## config.mk

```make
export PLATFORM = sky130hd
export DESIGN_NAME = protected_clock_ctl
export DESIGN_NICKNAME = d
export VERILOG_FILES = /design/src/rtl/pcc_pkg.sv /design/src/rtl/pcc_ctrl.sv /design/src/rtl/pcc_datapath.sv /design/src/rtl/protected_clock_ctl.sv
export SDC_FILE = /design/constraint.sdc
export NUM_CORES = 1
export LEC_CHECK = 0
export CAP_MARGIN = 5
export CORE_ASPECT_RATIO = 0.75
export CORE_MARGIN = 2
export CORE_UTILIZATION = 50
export DETAILED_ROUTE_END_ITERATION = 8
export PLACE_DENSITY_LB_ADDON = 0.15
export SKIP_LAST_GASP = 1
export SYNTH_ARGS = -nofsm -noshare
export SYNTH_HDL_FRONTEND = slang
export SYNTH_SLANG_ARGS = --single-unit
```

## constraint.sdc

```tcl
create_clock -name clk -period 2.6 [get_ports clk]
set_input_delay 0.65 -clock clk [delete_from_list [all_inputs] [get_ports clk]]
set_output_delay 0.65 -clock clk [all_outputs]
set_load 0.05 [all_outputs]
```

## src/rtl/pcc_pkg.sv

```systemverilog
package pcc_pkg;
  localparam int OFF_MAIN_A = 'h00;
  localparam int OFF_DIV    = 'h01;
  localparam int OFF_STATUS = 'h02;
  localparam int OFF_OSC    = 'h08;
  localparam int RATIO_W    = 7;

  typedef enum logic [2:0] {
    RS_ZERO, RS_MAIN, RS_DIV, RS_STATUS, RS_OSC
  } readSel_t;

  typedef struct packed {
    logic     loadMain;
    logic     loadDiv;
    logic     loadOsc;
    logic     readStb;
    readSel_t readSel;
  } ctlStrobes_t;

  function automatic logic [RATIO_W-1:0] divRatio(input logic enable, input logic [3:0] code);
    if (!enable) return RATIO_W'(1);
    case (code)
      4'd0, 4'd1, 4'd2, 4'd3, 4'd4, 4'd5: return RATIO_W'(2) << code;
      4'd8:  return RATIO_W'(6);
      4'd9:  return RATIO_W'(10);
      4'd10: return RATIO_W'(12);
      4'd11: return RATIO_W'(24);
      4'd12: return RATIO_W'(48);
      default: return RATIO_W'(2);
    endcase
  endfunction
endpackage

```

## src/rtl/pcc_ctrl.sv

```systemverilog
module pcc_ctrl
  import pcc_pkg::*;
#(
  parameter int ADDR_W = 4
) (
  input  logic [ADDR_W-1:0] addr,
  input  logic              wrEn,
  input  logic              rdEn,
  input  logic              unlock,
  output ctlStrobes_t       strobes
);
  logic hitMain, hitDiv, hitStatus, hitOsc, wrOk;

  assign hitMain   = (addr == ADDR_W'(OFF_MAIN_A));
  assign hitDiv    = (addr == ADDR_W'(OFF_DIV));
  assign hitStatus = (addr == ADDR_W'(OFF_STATUS));
  assign hitOsc    = (addr == ADDR_W'(OFF_OSC));
  assign wrOk      = wrEn && unlock;

  always_comb begin
    strobes.loadMain = wrOk && hitMain;
    strobes.loadDiv  = wrOk && hitDiv;
    strobes.loadOsc  = wrOk && hitOsc;
    strobes.readStb  = rdEn;
    if (hitMain)        strobes.readSel = RS_MAIN;
    else if (hitDiv)    strobes.readSel = RS_DIV;
    else if (hitStatus) strobes.readSel = RS_STATUS;
    else if (hitOsc)    strobes.readSel = RS_OSC;
    else                strobes.readSel = RS_ZERO;
  end
endmodule

```

## src/rtl/pcc_datapath.sv

```systemverilog
module pcc_datapath
  import pcc_pkg::*;
#(
  parameter int DATA_W = 8
) (
  input  logic              clk,
  input  logic              rstN,
  input  logic [DATA_W-1:0] wrData,
  input  ctlStrobes_t       strobes,
  output logic [DATA_W-1:0] rdData,
  output logic              clkEn
);
  logic [DATA_W-1:0]  mainReg, divReg, oscReg, rdMux;
  logic [RATIO_W-1:0] ratio, divCnt;
  logic               terminal;

  always_ff @(posedge clk or negedge rstN) begin
    if (!rstN) begin
      mainReg <= '0;
      divReg  <= '0;
      oscReg  <= '0;
    end else begin
      if (strobes.loadMain) mainReg <= wrData;
      if (strobes.loadDiv)  divReg  <= wrData;
      if (strobes.loadOsc)  oscReg  <= wrData;
    end
  end

  assign ratio    = divRatio(divReg[0], divReg[4:1]);
  assign terminal = (divCnt == ratio - RATIO_W'(1));
  assign clkEn    = terminal;

  always_ff @(posedge clk or negedge rstN) begin
    if (!rstN)                         divCnt <= '0;
    else if (strobes.loadDiv || terminal) divCnt <= '0;
    else                               divCnt <= divCnt + RATIO_W'(1);
  end

  always_comb begin
    case (strobes.readSel)
      RS_MAIN: rdMux = mainReg;
      RS_DIV:  rdMux = divReg;
      RS_OSC:  rdMux = oscReg;
      default: rdMux = '0;
    endcase
  end

  always_ff @(posedge clk or negedge rstN) begin
    if (!rstN) rdData <= '0;
    else       rdData <= strobes.readStb ? rdMux : '0;
  end
endmodule

```

## src/rtl/protected_clock_ctl.sv

```systemverilog
module protected_clock_ctl
  import pcc_pkg::*;
#(
  parameter int ADDR_W = 4,
  parameter int DATA_W = 8
) (
  input  logic              clk,
  input  logic              rstN,
  input  logic [ADDR_W-1:0] addr,
  input  logic [DATA_W-1:0] wrData,
  input  logic              wrEn,
  input  logic              rdEn,
  input  logic              unlock,
  output logic [DATA_W-1:0] rdData,
  output logic              clkEn
);
  ctlStrobes_t strobes;

  pcc_ctrl #(.ADDR_W(ADDR_W)) u_ctrl (
    .addr(addr), .wrEn(wrEn), .rdEn(rdEn), .unlock(unlock), .strobes(strobes)
  );

  pcc_datapath #(.DATA_W(DATA_W)) u_dp (
    .clk(clk), .rstN(rstN), .wrData(wrData), .strobes(strobes),
    .rdData(rdData), .clkEn(clkEn)
  );
endmodule

```

==> summary.txt, run 1 <==
Yosys
  – Count of yosys warnings during synthesis: 0
  – Synthesized flop and latch total: 39
  – Distinct cell type count of the synthesized netlist: 38
  – Seq/Total Area, Yosys: 48.9%
  – Post-synthesis instance total: 184
  – Ys async rst share: 100%
  – Post-synth EDFFs: 0
  – Mapped Nets: 202
  – Combined area of all synthesized cells: 1990 sq um
  – Primary FF master, synth: sky130_fd_sc_hd__dfrtp_1
  – Per-instance average area after synthesis: 10.8 sq um

Clock network
  – Number of clock sinks: 39
  – Root cell of the clock tree: sky130_fd_sc_hd__clkbuf_8
  – Clock latency of the later-clocked register in the worst-skew pair: 0.29 ns
  – H-tree lvl count: 2
  – Hold Buf Count CTS: 0
  – CTS tree: yes
  – CTS clk-pin slew, worst paths: 0.07 ns
  – Max Root-Sink Buffers: 2
  – TritonCTS Buffers: 5

Worst setup path
  – Critical Path End Type: primary output
  – Kind of critical path: register to primary output
  – Crit-path most repeated cell: sky130_fd_sc_hd__buf_4
  – Required time at the worst-slack endpoint: 1.95 ns
  – Kind of start point of the critical path: register
  – Critical-path top delay cell: sky130_fd_sc_hd__dfrtp_1
  – Arrival time worst endpoint: 2.07 ns
  – CP peak stage delay: 0.43 ns
  – Sequence of cells on the critical path: buf_4, nor2b_2, buf_4, a311oi_1, mux2_4, o22a_2, and2_4, buf_12
  – CP Buf/Inv Count: 3
  – Category of cells accounting for the largest share of critical-path delay: buffers and inverters
  – Worst-path maximum fanout: 4

GRT
  – Wire length of the first global-routing pass: 7400 um
  – Via count of the first global-routing pass: 1,506
  – Antenna violations before repair: 0
  – Pin count of the biggest net entering global routing: 40
  – Total congestion overflow after global routing: 0
  – Aggregate global-route resource usage: 21.7%

STA
  – Transition time of the tightest slew-check pin: 0.829 ns
  – Part of the cycle the worst path needs: 104%
  – Largest clock skew in the final design: 0.00903 ns
  – Tmin final: 2.72 ns
  – Worst rel slew slack: 44.7%
  – Post-route worst setup slack: -0.116 ns
  – Final-report setup violation count: 1
  – Final count of hold timing violations: 0
  – Max-slew violation total from the final report: 0
  – Final hold slack: 0.456 ns
  – Maximum achievable frequency: 368 MHz
  – Setup repair after global routing missed its margin: yes

Status
  – Status: finished with violations
  – Violated checks: setup timing

Pwr
  – Part of the power in registers: 38.0%
  – Cell-internal power: 0.00153 W
  – Switching Power: 0.000725 W
  – Portion of total power attributed to the clock network: 26.5%
  – Worst IR drop on VDD: 0.605 mV
  – Switching fraction of total power: 32.1%
  – Relative contribution of combinational cells to total power: 35.6%
  – Power Density: 863 nW/um^2
  – Leak Pwr: 1.20 nW

Drt
  – Violation count after the first detailed-routing iteration: 81
  – Iteration count of the initial detailed-routing pass: 4
  – Average detailed-routed wire length per instance: 16.4 um
  – Antenna viol nets, final: 0
  – Residual DRC count: 0
  – Via count: 1,525
  – Total wirelength of the detailed-routed design: 4580 um
  – Number of vias per cell after detailed routing: 5.45

Die
  – Vert. Die Dim: 58.7 um
  – Total number of placement rows: 19
  – Starting density of the core: 53.4%
  – Number of top-level pins: 26
  – Area of the die: 4520 sq um
  – Area of the core: 3730 sq um
  – Horizontal die dimension: 76.9 um

Finish
  – Most frequent cells in the layout: sky130_fd_sc_hd__dfrtp_1, sky130_fd_sc_hd__clkdlybuf4s50_1, sky130_fd_sc_hd__nor2_1, sky130_fd_sc_hd__mux2_2, sky130_fd_sc_hd__buf_4
  – Leading cell type in the layout, fill and taps excluded: sky130_fd_sc_hd__dfrtp_1
  – Final design instance area without fill: 2620 sq um
  – Inserted Diodes: 0
  – Relative area change from synthesis to final layout: 31.3%
  – Final std cells w/o fill: 280
  – Area taken by multi-input logic gates: 990 sq um
  – # nets final: 245
  – Area of all sequential standard cells: 977 sq um
  – Proportion of layout cells with a drive suffix above 1: 29.8%
  – Fill cell count: 277

Place
  – Post-detail-place hpwl: 3150 um
  – Final RePlAce weighted congestion: 0.876
  – Buffers on Ports: 25
  – Total instance count after detailed placement: 265
  – Placed inst area: 2370 sq um

Run
  – Max Cap Violations: 0

Worst hold path
  – Path category of the worst min-delay check: input port to asynchronous set/reset pin
[metrics by stage]
step / setup TNS, ns / utilization [%] / worst slack (ns) / power (W)
after floorplan: 0 / - / 0.00813 / 0.00133
after global placement: 0 / 63.4 / 0.0994 / 0.00153
after detailed placement: 0 / 63.4 / 0.0767 / 0.00157
after CTS: -0.132 / 68.1 / -0.132 / 0.00219
after global routing: -0.198 / 70.2 / -0.198 / 0.00240
final: -0.116 / 70.2 / -0.116 / 0.00226
[cells in the mapped netlist, types with 2 or more instances]
cell type,instances,area (sq um)
sky130_fd_sc_hd__nand2b_1,3,18.8
sky130_fd_sc_hd__nor3b_1,3,22.5
sky130_fd_sc_hd__buf_6,2,22.5
sky130_fd_sc_hd__mux2_1,2,22.5
sky130_fd_sc_hd__a31oi_1,2,12.5
sky130_fd_sc_hd__xor2_1,6,52.6
sky130_fd_sc_hd__o21ai_0,3,15.0
sky130_fd_sc_hd__dfrtp_1,39,976
sky130_fd_sc_hd__buf_2,9,45.0
sky130_fd_sc_hd__nand2_1,12,45.0
sky130_fd_sc_hd__nand3_1,5,25.0
sky130_fd_sc_hd__mux2_2,23,259
sky130_fd_sc_hd__or3_1,3,18.8
sky130_fd_sc_hd__a21oi_1,17,85.1
sky130_fd_sc_hd__clkbuf_1,2,7.51
sky130_fd_sc_hd__xnor2_1,3,26.3
sky130_fd_sc_hd__nor2_1,22,82.6
sky130_fd_sc_hd__mux2i_1,8,80.1
[worst reg2reg max path: cells and delay by family, from the launching register on]
kind            cells  cell delay [ns]
flops               1             0.43
mux                 1             0.27
simple gates        1             0.17
compound gates      3             0.47
buf+inv             3             0.46
[sequential cells by signal (all words and copies together) (netlist names)]
register / count
u_dp.divReg: 8
u_dp.divCnt: 7
u_dp.oscReg: 8
u_dp.rdData: 8
u_dp.mainReg: 8
[cell type report]
type	instances	area share (%)
sequential	39	37.3
clock buffer	6	2.77
clock inverter	2	2.29
tap	52	2.48
multi-input combinational	131	37.8
inverter	1	0.143
timing repair buffer	49	17.2
[power by group through the flow]
stage / Sequential, W / Combinational, W / Clock [W]
3_3_place_gp: 0.000845 / 0.000685 / 0
6_report: 0.000858 / 0.000803 / 0.000598
2_1_floorplan: 0.000823 / 0.000507 / 0
4_1_cts: 0.000848 / 0.000739 / 0.000601
3_5_place_dp: 0.000859 / 0.000710 / 0
5_1_grt: 0.000877 / 0.000885 / 0.000634
[routing by layer]
| metal | up-vias | GRT usage [%] | part of all wire (%) |
|---|---|---|---|
| met5 | - | 0 | 0 |
| met3 | 7 | 4.60 | 4.0 |
| met1 | 753 | 31.7 | 47 |
| met4 | 0 | 6.75 | 1.1 |
| met2 | 41 | 33.0 | 48 |
| li1 | 724 | - | - |
[worst paths after layout]
kind / start / to / slack [ns] / depth (start not counted)
worst max-delay path: u_dp.divReg[3] / clkEn / -0.12 / 8
worst min-delay path: rstN / u_dp.divCnt[2] / 0.46 / 1
worst max register to register: u_dp.divReg[3] / u_dp.divCnt[2] / 0.73 / 8
worst min register to register: u_dp.oscReg[1] / u_dp.oscReg[1] / 0.51 / 1
max in group asynchronous: rstN / u_dp.divReg[2] / 1.58 / 1
min in group clk: u_dp.oscReg[1] / u_dp.oscReg[1] / 0.51 / 1
[cells by family (layout without fill, tap and decap cells)]
logic type	after synthesis	in the layout	share of synthesized area [%]
mux	33	33	18.1
xor+xnor	9	9	3.95
fa+ha+maj	1	1	0.627
compound gates	29	29	8.78
simple gates	59	59	15.6
flops	39	39	48.9
buf+inv	14	58	3.95
[what timing repair did]
| action | in CTS | in global routing |
|---|---|---|
| pin swaps | 2 | 7 |
| setup endpoints to repair | 1 | 1 |
| resized for setup | 6 | 10 |
| setup buffers | 2 | 5 |
No activity file was read; power rests on OpenSTA's default activity.
==> inputs of run 2 (changes only) <==
- REMOVE_ABC_BUFFERS: not set -> 1
==> run 2 against run 1 <==
The run still ends with setup timing left. Critical path depth decreased by 2. Register-to-register slack got worse by 0.15 ns. Core utilization decreased by 2.1 points. Highest routed layer unchanged. Critical endpoint unchanged. Setup slack got worse by 0.023 ns. Power decreased by 8.5%.
==> summary.txt, run 2 (synthesized netlist as in run 1, its figures left out) <==
STA
  – Setup repair after global routing missed its margin: yes
  – Worst rel slew slack: 42.7% (-2.0 points)
  – Post-route worst setup slack: -0.140 ns (-0.0232 ns)
  – Max-slew violation total from the final report: 0 (unchanged)
  – Part of the cycle the worst path needs: 105% (+0.89 points)
  – Total Negative Setup Slacks: -0.140 ns (-0.0232 ns)
  – Maximum achievable frequency: 365 MHz (-0.85%)
  – Tmin final: 2.74 ns (+0.0232 ns)
  – Largest clock skew in the final design: 0.0114 ns (+0.00233 ns)
  – Final count of hold timing violations: 0 (unchanged)
  – Final-report setup violation count: 1 (unchanged)
  – Transition time of the tightest slew-check pin: 0.859 ns (+0.0297 ns)

Die
  – Starting density of the core: 53.4% (unchanged)
  – Area of the die: 4520 sq um (unchanged)
  – Area of the core: 3730 sq um (unchanged)
  – Number of top-level pins: 26 (unchanged)
  – Total number of placement rows: 19 (unchanged)
  – Vert. Die Dim: 58.7 um (unchanged)
  – Horizontal die dimension: 76.9 um (unchanged)

GRT
  – Wire length of the first global-routing pass: 7300 um (-1.3%)
  – Via count of the first global-routing pass: 1,519 (+0.86%)
  – Antenna violations before repair: 0 (unchanged)
  – Aggregate global-route resource usage: 21.1% (-0.59 points)
  – Total congestion overflow after global routing: 0 (unchanged)
  – Pin count of the biggest net entering global routing: 40 (unchanged)

Worst hold path
  – Path category of the worst min-delay check: input port to asynchronous set/reset pin

Clock network
  – CTS clk-pin slew, worst paths: 0.08 ns (about the same)
  – H-tree lvl count: 2 (unchanged)
  – Max Root-Sink Buffers: 2 (unchanged)
  – Number of clock sinks: 39 (unchanged)
  – Clock latency of the later-clocked register in the worst-skew pair: 0.29 ns (about the same)
  – Root cell of the clock tree: sky130_fd_sc_hd__clkbuf_8
  – CTS tree: yes
  – TritonCTS Buffers: 5 (unchanged)
  – Hold Buf Count CTS: 0 (unchanged)

Pwr
  – Power Density: 814 nW/um^2 (-5.6%)
  – Leak Pwr: 1.15 nW (-3.6%)
  – Worst IR drop on VDD: 0.567 mV (-6.3%)

Finish
  – Leading cell type in the layout, fill and taps excluded: sky130_fd_sc_hd__dfrtp_1
  – # nets final: 241 (-1.6%)
  – Relative area change from synthesis to final layout: 27.3%
  – Final design instance area without fill: 2540 sq um (-3.1%)
  – Inserted Diodes: 0 (unchanged)
  – Proportion of layout cells with a drive suffix above 1: 29.9% (+0.086 points)
  – Most frequent cells in the layout: sky130_fd_sc_hd__dfrtp_1, sky130_fd_sc_hd__clkdlybuf4s50_1, sky130_fd_sc_hd__nor2_1, sky130_fd_sc_hd__mux2_2, sky130_fd_sc_hd__buf_4

Status
  – Violated checks: setup timing
  – Status: finished with violations

Place
  – Placed inst area: 2350 sq um (-0.63%)
  – Buffers on Ports: 25 (unchanged)
  – Final RePlAce weighted congestion: 0.811 (-7.4%)
  – Post-detail-place hpwl: 3130 um (-0.78%)

Drt
  – Number of vias per cell after detailed routing: 5.47 (+0.52%)
  – Antenna viol nets, final: 0 (unchanged)
  – Residual DRC count: 0 (unchanged)
  – Violation count after the first detailed-routing iteration: 103 (+27%)
  – Iteration count of the initial detailed-routing pass: 4 (unchanged)
  – Total wirelength of the detailed-routed design: 4410 um (-3.8%)
  – Average detailed-routed wire length per instance: 16.0 um (-2.4%)
  – Via count: 1,511 (-0.92%)

Worst setup path
  – Kind of critical path: register to primary output
  – Critical Path End Type: primary output
  – Kind of start point of the critical path: register
  – Arrival time worst endpoint: 2.09 ns (+0.02 ns)
  – Required time at the worst-slack endpoint: 1.95 ns (about the same)
  – Worst-path maximum fanout: 5 (+1)

Run
  – Max Cap Violations: 0 (unchanged)
[run 2: cell types whose count changed in the layout (fill, tap and decap cells not counted), moves of 2 or more]
cell,change
sky130_fd_sc_hd__dfrtp_2,+3
sky130_fd_sc_hd__dfrtp_1,-3
sky130_fd_sc_hd__buf_6,-4
sky130_fd_sc_hd__bufinv_16,-2
[run 2: timing repair]
item / 4_1_cts / 5_1_grt
setup buffers: 5 / 0
gates resized for setup: 13 / 1
pin swaps: 7 / 0
endpoints found under the setup margin: 1 / 1
[run 2: metrics by stage]
stage	cells	total power, W	hold slack [ns]	util, %	setup slack (ns)
after floorplan	171	0.00129	0.354	-	-0.0110
after global placement	263	0.00151	0.479	63.0	0.105
after detailed placement	263	0.00156	0.492	63.0	0.0200
after CTS	276	0.00207	0.478	68.0	-0.112
after global routing	276	0.00220	0.512	68.0	-0.186
final	276	0.00207	0.465	68.0	-0.140
[run 2: final timing paths]
path / startpoint / endpoint / slack (ns) / cells past startpoint
max: u_dp.divReg[3] / clkEn / -0.14 / 6
min: rstN / u_dp.divCnt[3] / 0.46 / 1
max reg2reg: u_dp.divReg[3] / u_dp.divCnt[6] / 0.58 / 7
min reg2reg: u_dp.mainReg[4] / u_dp.mainReg[4] / 0.51 / 1
max in group asynchronous: rstN / u_dp.divReg[3] / 1.54 / 1
min in group clk: u_dp.mainReg[4] / u_dp.mainReg[4] / 0.51 / 1
[run 2: cell type report]
cell class | count | area, sq um
Sequential cell | 39 | 981
Multi-Input combinational cell | 131 | 985
Clock buffer | 6 | 82.6
Clock inverter | 2 | 16.3
Timing Repair Buffer | 45 | 405
Inverter | 1 | 3.75
Tap cell | 52 | 65.1
Fill cell | 299 | 1190
[run 2: power by group]
part / internal [W] / switching (W) / leakage [nW]
Combinational: 0.000407 / 0.000375 / 0.604
Clock: 0.000216 / 0.000215 / 0.0474
Sequential: 0.000735 / 0.000119 / 0.500
[run 2: routing by layer]
| metal | part of all wire, % | track usage, % |
|---|---|---|
| met1 | 45 | 28.1 |
| met2 | 50 | 35.0 |
| met3 | 4.7 | 4.75 |
| met4 | 0.79 | 7.27 |
| met5 | 0 | 0 |
[run 2: worst max-delay path, cell delays in order, from the launching register on]
cell and delay, ns:
sky130_fd_sc_hd__dfrtp_2 0.46, sky130_fd_sc_hd__nor3b_1 0.17, sky130_fd_sc_hd__o31ai_2 0.32, sky130_fd_sc_hd__mux2_4 0.34
sky130_fd_sc_hd__o22a_2 0.23, sky130_fd_sc_hd__and2_4 0.14, sky130_fd_sc_hd__buf_12 0.14
